### config.mk
export PLATFORM = sky130hd
export DESIGN_NAME = qrb_sram
export DESIGN_NICKNAME = d
export VERILOG_FILES = /design/src/rtl/qrb_pkg.sv /design/src/rtl/qrb_in_stage.sv /design/src/rtl/qrb_write_buf.sv /design/src/rtl/qrb_store.sv /design/src/rtl/qrb_read_path.sv /design/src/rtl/qrb_sram.sv
export SDC_FILE = /design/constraint.sdc
export NUM_CORES = 1
export LEC_CHECK = 0
export BUFFER_PORTS_ARGS = -buffer_cell sky130_fd_sc_hd__buf_2
export CAP_MARGIN = 20
export CELL_PAD_IN_SITES_DETAIL_PLACEMENT = 0
export CELL_PAD_IN_SITES_GLOBAL_PLACEMENT = 1
export CORE_ASPECT_RATIO = 2
export CORE_MARGIN = 2
export CORE_UTILIZATION = 53
export DETAILED_ROUTE_END_ITERATION = 16
export GPL_TIMING_DRIVEN = 0
export PLACE_DENSITY_LB_ADDON = 0.1
export SYNTH_ARGS = -nofsm -noshare
export SYNTH_HDL_FRONTEND = slang
export SYNTH_HIERARCHICAL = 1
export SYNTH_SLANG_ARGS = --single-unit
### constraint.sdc
create_clock -name clk -period 7.7 [get_ports clk]
set_clock_uncertainty 0.15 [all_clocks]
set_input_delay 0.385 -clock clk [delete_from_list [all_inputs] [get_ports clk]]
set_output_delay 0.385 -clock clk [all_outputs]
set_load 0.005 [all_outputs]
### src/rtl/qrb_pkg.sv
package qrb_pkg;

    localparam int BURST_LEN = 4;

    // Meaning of each edge slot inside a four-edge frame
    typedef enum logic [1:0] {
        PH_RD_SLOT  = 2'd0,   // read address sampled at the ports
        PH_RD_LATCH = 2'd1,   // captured read request accepted by the core
        PH_WR_SLOT  = 2'd2,   // write address and word 0 sampled at the ports
        PH_WR_LATCH = 2'd3    // captured write request accepted by the core
    } phase_e;

    // Burst word handled by the core at a given phase. Writes store word
    // (phase+1) and reads present word (phase+1); the mapping wraps.
    function automatic logic [1:0] burst_word(input logic [1:0] ph);
        return ph + 2'd1;
    endfunction

endpackage

### src/rtl/qrb_in_stage.sv
module qrb_in_stage #(
    parameter int AW = 4,
    parameter int DW = 18
) (
    input  logic          clk,
    input  logic          rst,
    input  logic          rd_sel_n,
    input  logic          wr_sel_n,
    input  logic [AW-1:0] addr,
    input  logic [DW-1:0] wdata,
    output logic          cap_rd_n,
    output logic          cap_wr_n,
    output logic [AW-1:0] cap_addr,
    output logic [DW-1:0] cap_wdata
);
    // Every synchronous input is registered before the core uses it
    always_ff @(posedge clk) begin
        if (rst) begin
            cap_rd_n <= 1'b1;
            cap_wr_n <= 1'b1;
        end else begin
            cap_rd_n <= rd_sel_n;
            cap_wr_n <= wr_sel_n;
        end
        cap_addr  <= addr;
        cap_wdata <= wdata;
    end
endmodule

### src/rtl/qrb_write_buf.sv
module qrb_write_buf
    import qrb_pkg::*;
#(
    parameter int AW = 4,
    parameter int DW = 18
) (
    input  logic                          clk,
    input  logic                          rst,
    input  phase_e                        phase,
    input  logic                          cap_wr_n,
    input  logic [AW-1:0]                 cap_addr,
    input  logic [DW-1:0]                 cap_wdata,
    output logic [AW-1:0]                 pend_addr,
    output logic [BURST_LEN-1:0][DW-1:0]  pend_data,
    output logic [BURST_LEN-1:0]          pend_mask,
    output logic                          commit_en
);
    logic       filling;
    logic       start;
    logic [1:0] widx;

    assign start = (phase == PH_WR_LATCH) && !cap_wr_n;
    assign widx  = burst_word(phase);
    // The previous burst goes into the array when a new one begins
    assign commit_en = start && (&pend_mask);

    always_ff @(posedge clk) begin
        if (rst) begin
            pend_mask <= '0;
            filling   <= 1'b0;
        end else if (start) begin
            pend_mask <= BURST_LEN'(1);
            filling   <= 1'b1;
        end else if (filling) begin
            pend_mask[widx] <= 1'b1;
            if (phase == PH_WR_SLOT)
                filling <= 1'b0;
        end
    end

    // Buffer contents carry no reset
    always_ff @(posedge clk) begin
        if (!rst && start) begin
            pend_addr    <= cap_addr;
            pend_data[0] <= cap_wdata;
        end else if (!rst && filling) begin
            pend_data[widx] <= cap_wdata;
        end
    end
endmodule

### src/rtl/qrb_store.sv
module qrb_store #(
    parameter int AW    = 4,
    parameter int DW    = 18,
    parameter int DEPTH = 16,
    parameter int NW    = 4
) (
    input  logic                   clk,
    input  logic                   wr_en,
    input  logic [AW-1:0]          wr_addr,
    input  logic [NW-1:0][DW-1:0]  wr_data,
    input  logic [AW-1:0]          rd_addr,
    input  logic [$clog2(NW)-1:0]  rd_word,
    output logic [DW-1:0]          rd_data
);
    logic [NW-1:0][DW-1:0] mem [DEPTH];

    always_ff @(posedge clk) begin
        if (wr_en)
            mem[wr_addr] <= wr_data;
    end

    assign rd_data = mem[rd_addr][rd_word];
endmodule

### src/rtl/qrb_read_path.sv
module qrb_read_path
    import qrb_pkg::*;
#(
    parameter int AW = 4,
    parameter int DW = 18
) (
    input  logic                          clk,
    input  logic                          rst,
    input  phase_e                        phase,
    input  logic                          cap_rd_n,
    input  logic [AW-1:0]                 cap_addr,
    input  logic [AW-1:0]                 pend_addr,
    input  logic [BURST_LEN-1:0][DW-1:0]  pend_data,
    input  logic [BURST_LEN-1:0]          pend_mask,
    input  logic [DW-1:0]                 arr_word,
    output logic [AW-1:0]                 arr_addr,
    output logic [1:0]                    arr_sel,
    output logic [DW-1:0]                 rdata,
    output logic                          rvalid,
    output logic                          echo_clk
);
    logic          req_v, out_v;
    logic [AW-1:0] req_a, out_a;
    logic          hit;
    logic [DW-1:0] word;

    assign arr_addr = out_a;
    assign arr_sel  = burst_word(phase);
    assign hit      = (out_a == pend_addr) && pend_mask[arr_sel];
    assign word     = hit ? pend_data[arr_sel] : arr_word;

    always_ff @(posedge clk) begin
        if (rst) begin
            req_v    <= 1'b0;
            out_v    <= 1'b0;
            rvalid   <= 1'b0;
            rdata    <= '0;
            echo_clk <= 1'b1;
        end else begin
            if (phase == PH_RD_LATCH) begin
                req_v <= !cap_rd_n;
                req_a <= cap_addr;
            end
            if (phase == PH_WR_SLOT) begin
                out_v <= req_v;
                out_a <= req_a;
            end
            rvalid   <= out_v;
            rdata    <= out_v ? word : '0;
            echo_clk <= phase[0];
        end
    end
endmodule

### src/rtl/qrb_sram.sv
module qrb_sram
    import qrb_pkg::*;
#(
    parameter int DW    = 18,
    parameter int DEPTH = 16,
    localparam int AW   = $clog2(DEPTH)
) (
    input  logic          clk,
    input  logic          rst,
    input  logic          rd_sel_n,
    input  logic          wr_sel_n,
    input  logic [AW-1:0] addr,
    input  logic [DW-1:0] wdata,
    output logic [DW-1:0] rdata,
    output logic          rvalid,
    output logic          echo_clk
);
    phase_e                        phase;
    logic                          cap_rd_n, cap_wr_n;
    logic [AW-1:0]                 cap_addr;
    logic [DW-1:0]                 cap_wdata;
    logic [AW-1:0]                 pend_addr;
    logic [BURST_LEN-1:0][DW-1:0]  pend_data;
    logic [BURST_LEN-1:0]          pend_mask;
    logic                          commit_en;
    logic [AW-1:0]                 arr_addr;
    logic [1:0]                    arr_sel;
    logic [DW-1:0]                 arr_word;

    always_ff @(posedge clk) begin
        if (rst) phase <= PH_RD_SLOT;
        else     phase <= phase_e'(phase + 2'd1);
    end

    qrb_in_stage #(.AW(AW), .DW(DW)) u_in (
        .clk(clk), .rst(rst), .rd_sel_n(rd_sel_n), .wr_sel_n(wr_sel_n),
        .addr(addr), .wdata(wdata), .cap_rd_n(cap_rd_n), .cap_wr_n(cap_wr_n),
        .cap_addr(cap_addr), .cap_wdata(cap_wdata)
    );

    qrb_write_buf #(.AW(AW), .DW(DW)) u_wbuf (
        .clk(clk), .rst(rst), .phase(phase), .cap_wr_n(cap_wr_n),
        .cap_addr(cap_addr), .cap_wdata(cap_wdata), .pend_addr(pend_addr),
        .pend_data(pend_data), .pend_mask(pend_mask), .commit_en(commit_en)
    );

    qrb_store #(.AW(AW), .DW(DW), .DEPTH(DEPTH), .NW(BURST_LEN)) u_store (
        .clk(clk), .wr_en(commit_en), .wr_addr(pend_addr), .wr_data(pend_data),
        .rd_addr(arr_addr), .rd_word(arr_sel), .rd_data(arr_word)
    );

    qrb_read_path #(.AW(AW), .DW(DW)) u_rd (
        .clk(clk), .rst(rst), .phase(phase), .cap_rd_n(cap_rd_n),
        .cap_addr(cap_addr), .pend_addr(pend_addr), .pend_data(pend_data),
        .pend_mask(pend_mask), .arr_word(arr_word), .arr_addr(arr_addr),
        .arr_sel(arr_sel), .rdata(rdata), .rvalid(rvalid), .echo_clk(echo_clk)
    );
endmodule

==> impl_metrics.py, run 1 <==
metrics = {
    "clocking": {
        "cts_setup_buffers": 0,
        "insertion_delay_ns": 0.73,
        "clock_path_buffers": 3,
        "clk_pin_slew_ns": 0.06,
        "cts_buffers": 108,
        "root_buffer": "clkbuf_16",
        "post_cts_resized": 0,
        "htreeDepth": 3,
        "clock_sinks": 1289,
        "cts_tree": "built",
    },
    "sta": {
        "worst_pin_slew_ns": 1.17,
        "hold_viol": 0,
        "slew-limit-headroom": 0.223,
        "whs_ns": 0.142,
        "rsz0062_at_grt": "false",
        "post-route-period-util": 0.729,
        "setup_violations": 0,
        "fmax_mhz": 178,
        "finalCriticalPeriod_ns": 5.62,
        "slew_viol_final": 0,
    },
    "drt": {
        "wl_per_cell_microns": 34.8,
        "vias": 23900,
        "drc_errors": 0,
        "dr.pass1.iters": 5,
        "via_per_inst": 6.35,
        "postRouteAntennaNets": 0,
        "wl_microns": 131000,
        "initialDrtViolationCount": 2688,
    },
    "synthesis": {
        "yosys_register_bits": 1289,
        "ys_warn_count": 6,
        "synth_edf_count": 1236,
        "synthArstFlopShare": 0,
        "synth_area_sq_um": 49000,
        "syn-num-nets": 2241,
        "synth_cells": 2213,
        "synth.area.top_cells": "edfxtp_1, mux4_2, mux2i_1",
        "syn_avg_cell_area_sq_um": 22.1,
        "synth_top_cell_area_share": 0.758,
        "synth.distinct_cells": 53,
        "synth_seq_area_share": 0.779,
        "synthFlopType": "edfxtp_1",
        "yosys.area.top_type": "edfxtp_1",
    },
    "worst_setup_path": {
        "crit_arrival_ns": 6.00,
        "start_kind": "register",
        "critPathMaxFanout": 12,
        "endpoint_kind": "register",
        "crit_required_ns": 8.08,
        "worstRegToRegCells": 14,
        "critical_path_class": "reg -> reg",
    },
    "power_and_ir_drop": {
        "design_power_total_w": 0.0138,
        "p_leak_nw": 18.2,
        "ir_drop_mv": 0.217,
        "p_per_area_nw_per_um2": 246,
    },
    "final_layout": {
        "final_cell_mix": "edfxtp_1, mux4_2, mux2i_1",
        "fin_area_sq_um": 56200,
        "drive_above_1_share": 0.282,
        "utilization": 0.614,
        "antenna_cells": 0,
        "final_common_cell": "edfxtp_1",
        "nets": 2509,
        "synthToLayoutAreaGrowth_pct": 14.7,
        "fillers": 6495,
    },
    "hold_path": {
        "hold_path.class": "in -> reg",
        "min_path_cells": 2,
    },
    "die": {
        "die_h_microns": 434,
        "dieWidth_microns": 219,
        "ioPinCount": 46,
        "fp-row-count": 157,
        "core_area_sq_um": 91500,
        "initial_core_util": 0.535,
        "die-area_sq_um": 95000,
    },
    "status": {
        "outcome": "complete, no violations",
    },
    "global_routing": {
        "antenna_found_initial": 4,
        "grt_start_max_net_pins": 26,
        "grt_pass1_vias": 24900,
        "track_usage": 0.285,
        "grt_pass1_wl_microns": 184000,
        "grt.overflow.total": 0,
    },
    "placed_design": {
        "dpl_cell_area_sq_um": 52200,
        "dp_hpwl_microns": 91200,
        "gp_congestion": 0.810,
        "io_buffer_count": 45,
    },
    "run": {
        "cap_violations": 0,
    },
}
[cell families (layout without fill, tap and decap cells)]
family                     Yosys count  after routing  synth area share
DFF                               1289           1289             0.779
muxes                              432            432             0.159
and+or+nand+nor                    212            212            0.0223
AOI/OAI and AO/OA                  150            150            0.0237
buffers and inverters              123            485            0.0147
xor gates and xnor gates             5              5          0.000894
adders and majority gates            2              2          0.000511
[synth_stat cells, drive strengths merged, types with 6 or more instances]
| cell | instances |
|---|---|
| mux4 | 271 |
| a22oi | 63 |
| mux2 | 40 |
| o211a | 13 |
| mux2i | 121 |
| a221oi | 27 |
| and3 | 21 |
| nor3 | 9 |
| nor2 | 27 |
| clkbuf | 39 |
| and4 | 8 |
| nand2 | 80 |
| nand3 | 24 |
| a21oi | 17 |
| edfxtp | 1236 |
| buf | 80 |
| nor2b | 13 |
| nand2b | 6 |
| o22ai | 13 |
| dfxtp | 53 |
[where the power goes]
| group | total [W] | internal [W] | switching [W] |
|---|---|---|---|
| sequential | 0.00762 | 0.00759 | 0.0000292 |
| clock | 0.00579 | 0.00328 | 0.00252 |
| combinational | 0.000440 | 0.000177 | 0.000264 |
[sequential cells by signal, summed over array words and instances, names as in the netlist, 2 cells and up]
name and count:
phase 2, u_in/cap_wdata 18, u_rd/arr_addr 4, u_in/cap_addr 4
u_rd/rdata 18, u_store/mem 1152, u_rd/req_a 4, u_wbuf/pend_addr 4
u_wbuf/pend_mask 4, u_wbuf/pend_data 72
[final cells by class]
class	count	area, sq um	area share
Timing Repair Buffer	158	1820	0.0324
Clock inverter	58	677	0.0120
Tap cell	1192	1490	0.0265
Clock buffer	146	3100	0.0552
Inverter	4	15.0	0.000267
Multi-Input combinational cell	801	10200	0.182
Buffer	119	706	0.0126
Sequential cell	1289	38200	0.679
[through the flow]
step | setup slack [ns] | TNS, ns | cells
finish | 2.08 | 0 | 3767
CTS | 2.13 | 0 | 3767
floorplan | 0.582 | 0 | 2213
global route | 2.02 | 0 | 3767
global placement | -5.85 | -2860.65 | 3450
detailed placement | 2.13 | 0 | 3536
[critical path, cell delays in order (launching register included)]
cell and delay (ns):
dfxtp_1 0.70, buf_2 0.62, inv_1 0.14, ha_1 0.38, buf_2 0.43, buf_2 0.47
inv_1 0.08, clkbuf_1 0.23, nand2_1 0.59, clkbuf_1 0.56, a21oi_1 0.18, nand2_1 0.13
o211a_1 0.14, nand2_1 0.05, mux2i_1 0.53
[routing by layer]
metal,up-vias,global-route usage,wire [microns]
met5,-,0,0
met1,13000,0.337,46500
met2,908,0.519,71900
met4,0,0.120,5970
li1,9824,-,-
met3,240,0.0383,6870
[worst paths after layout]
| check | startpoint | to | slack, ns |
|---|---|---|---|
| setup reg to reg | phase[0] | u_rd/rdata[3] | 2.08 |
| setup / recovery | phase[0] | u_rd/rdata[3] | 2.08 |
| hold / removal | wdata[8] | u_in/cap_wdata[8] | 0.14 |
| hold reg to reg | u_in/cap_rd_n | u_rd/req_v | 0.26 |
[what timing repair did]
| item | 4_1_cts | 5_1_grt |
|---|---|---|
| setup endpoints to repair | 0 | 0 |
| hold buffers | 27 | 0 |
| endpoints found under the hold margin | 28 | 0 |
Power figures use the tool's default switching activity.
==> run 2, diff against run 1 <==
--- a/config.mk
+++ b/config.mk
@@ -5,13 +5,14 @@
 export SDC_FILE = /design/constraint.sdc
 export NUM_CORES = 1
 export LEC_CHECK = 0
+export ABC_AREA = 1
 export BUFFER_PORTS_ARGS = -buffer_cell sky130_fd_sc_hd__buf_2
 export CAP_MARGIN = 20
 export CELL_PAD_IN_SITES_DETAIL_PLACEMENT = 0
 export CELL_PAD_IN_SITES_GLOBAL_PLACEMENT = 1
 export CORE_ASPECT_RATIO = 2
 export CORE_MARGIN = 2
-export CORE_UTILIZATION = 53
+export CORE_UTILIZATION = 47
 export DETAILED_ROUTE_END_ITERATION = 16
 export GPL_TIMING_DRIVEN = 0
 export PLACE_DENSITY_LB_ADDON = 0.1
==> constraint.sdc (replaced) <==
create_clock -name clk -period 4.8 [get_ports clk]
set_clock_uncertainty 0.15 [all_clocks]
set_input_delay 0.24 -clock clk [delete_from_list [all_inputs] [get_ports clk]]
set_output_delay 0.24 -clock clk [all_outputs]
set_load 0.005 [all_outputs]
==> impl_metrics.py, run 2 <==
metrics = {
    "status": {
        "outcome": "complete, no violations",
    },
    "worst_setup_path": {
        "endpoint_kind": "register",
        "r2r_slack_ns": 0.53,
        "rr_endpoint": "u_rd/rdata[13]",
        "crit_arrival_ns": 4.69,
        "crit_required_ns": 5.22,
        "r2r-start": "phase[0]",
        "start_kind": "register",
        "crit_start": "phase[0]",
        "critPathMaxFanout": 11,
        "setup.worst_path.end": "u_rd/rdata[13]",
        "critical_path_class": "reg -> reg",
        "worstRegToRegCells": 16,
    },
    "synthesis": {
        "yosys_register_bits": 1289,
        "synth.distinct_cells": 32,
        "synth_edf_count": 1236,
        "synth_area_sq_um": 51800,
        "ys_warn_count": 6,
        "yosys-top-cells-count": "nand2_1, edfxtp_1, nand3_1, buf_2, nor2_1",
        "synth_most_common_cell": "nand2_1",
        "synthFlopType": "edfxtp_1",
        "synth.area.top_cells": "edfxtp_1, nand2_1, nand3_1",
        "syn-num-nets": 4356,
        "synth_cells": 4328,
        "yosys.area.top_type": "edfxtp_1",
        "synth_top_cell_area_share": 0.717,
        "synthArstFlopShare": 0,
        "syn_avg_cell_area_sq_um": 12.0,
        "synth_seq_area_share": 0.737,
    },
    "die": {
        "dieWidth_microns": 239,
        "die_h_microns": 473,
        "fp-row-count": 172,
        "die-area_sq_um": 113000,
        "ioPinCount": 46,
        "initial_core_util": 0.473,
        "core_area_sq_um": 110000,
    },
    "power_and_ir_drop": {
        "p_per_area_nw_per_um2": 378,
        "p_leak_nw": 21.6,
        "ir_drop_mv": 0.349,
        "design_power_total_w": 0.0224,
    },
    "final_layout": {
        "fin_area_sq_um": 59300,
        "top_regs": "u_store/mem x1152, u_wbuf/pend_data x72",
        "largest_register": "u_store/mem",
        "final_cell_mix": "nand2_1, edfxtp_1, nand3_1",
        "fillers": 9400,
        "synthToLayoutAreaGrowth_pct": 14.4,
        "largest_register_ffs": 1152,
        "drive_above_1_share": 0.114,
        "final_common_cell": "nand2_1",
        "nets": 4618,
    },
    "drt": {
        "wl_per_cell_microns": 29.5,
        "vias": 35100,
        "via_per_inst": 5.77,
        "drc_errors": 0,
        "initialDrtViolationCount": 3470,
        "postRouteAntennaNets": 0,
        "dr.pass1.iters": 6,
        "wl_microns": 179000,
    },
    "clocking": {
        "clock_path_buffers": 3,
        "clk_pin_slew_ns": 0.07,
        "root_buffer": "clkbuf_16",
        "cts_setup_buffers": 0,
        "insertion_delay_ns": 0.74,
        "htreeDepth": 3,
        "cts_buffers": 111,
        "cts_tree": "built",
        "clock_sinks": 1289,
    },
    "sta": {
        "slew_viol_final": 0,
        "post-route-period-util": 0.889,
        "slew-limit-headroom": 0.202,
        "fmax_mhz": 234,
        "finalCriticalPeriod_ns": 4.27,
        "worst_pin_slew_ns": 1.20,
        "rsz0062_at_grt": "false",
        "hold_viol": 0,
        "setup_violations": 0,
    },
    "placed_design": {
        "io_buffer_count": 45,
        "gp_congestion": 0.942,
        "dp_hpwl_microns": 126000,
        "dpl_cell_area_sq_um": 55000,
    },
    "run": {
        "cap_violations": 0,
    },
    "global_routing": {
        "grt_pass1_vias": 33900,
        "track_usage": 0.320,
        "grt.overflow.total": 0,
        "antenna_found_initial": 6,
        "grt_start_max_net_pins": 26,
        "grt_pass1_wl_microns": 249000,
    },
    "hold_path": {
        "hold_path.class": "in -> reg",
    },
}
## run 2: cell count changes after synthesis, moves of 87 or more
cell,before,now
nand3_1,24,977
buf_2,38,129
nand2_1,79,1513
nor2_1,27,114
mux4_2,271,0
mux2i_1,121,0
## run 2: what timing repair did
item	in CTS	in global routing
resized for setup	0	0
hold buffers	49	0
hold endpoints to repair	45	0
## run 2: report_power, final
part | internal [W] | leakage (nW) | switching (W) | total (W)
Combinational | 0.000263 | 8.29 | 0.000647 | 0.000910
Sequential | 0.0122 | 11.5 | 0.0000461 | 0.0122
Clock | 0.00514 | 1.81 | 0.00413 | 0.00928
Total | 0.0176 | 21.6 | 0.00483 | 0.0224
## run 2: how the worst min path moves through the flow
stage / start / slack, ns / end / cells after the start
3_5_place_dp: wdata[15] / 0.19 / u_in/cap_wdata[15] / 1
3_3_place_gp: addr[3] / 0.19 / u_in/cap_addr[3] / 1
6_report: rst / 0.22 / phase[0] / 3
2_1_floorplan: addr[0] / 0.12 / u_in/cap_addr[0] / 0
4_1_cts: rst / 0.18 / phase[0] / 3
5_1_grt: rst / 0.23 / phase[0] / 3
## run 2: worst max-delay path, cell delays in order (launching register included)
cell      delay (ns)
dfxtp_1         0.61
inv_1           0.25
buf_4           0.23
buf_4           0.22
ha_1            0.39
inv_1           0.08
clkbuf_2        0.23
buf_2           0.24
buf_2           0.20
clkinv_1        0.20
buf_2           0.29
nand3_1         0.22
nand2_1         0.14
inv_1           0.05
nand2_2         0.05
nand2_1         0.04
nor2_1          0.50
## run 2: layout make-up
type                            count  area, sq um  area share
Clock inverter                     69          757      0.0128
Clock buffer                      138         2960      0.0499
Sequential cell                  1289        38200       0.644
Antenna cell                        2         5.00   0.0000845
Timing Repair Buffer              149         1860      0.0314
Buffer                            266         1690      0.0285
Multi-Input combinational cell   2699        11800       0.199
Tap cell                         1392         1740      0.0294
Inverter                           74          288     0.00486
## run 2: layer usage
layer,up-vias,GRT usage,routed length (microns),share of wire
met3,440,0.0374,10500,0.058
li1,15700,-,-,-
met5,-,0,12,0.000067
met2,1526,0.566,92500,0.52
met4,2,0.216,14100,0.079
met1,17500,0.362,62300,0.35
## run 2: logic make-up (layout without fill, tap and decap cells)
group                      count (synthesis)  after routing  share of synthesized area
AOI/OAI and AO/OA                         59             59                    0.00628
other                                      0              2                          0
DFF                                     1289           1289                      0.737
and+or+nand+nor                         2638           2638                      0.218
buffers and inverters                    340            696                     0.0381
adders and majority gates                  2              2                   0.000483
## run 2: per-stage QoR
stage / TNS (ns) / cells / util / hold slack, ns / setup WS [ns]
2_1_floorplan: 0 / 4328 / - / 0.118 / 0.0557
3_3_place_gp: -4726.28 / 5765 / 0.491 / 0.192 / -4.49
3_5_place_dp: 0 / 5820 / 0.502 / 0.194 / 0.609
4_1_cts: 0 / 6076 / 0.541 / 0.184 / 0.597
5_1_grt: 0 / 6077 / 0.541 / 0.233 / 0.424
6_report: 0 / 6078 / 0.541 / 0.218 / 0.533
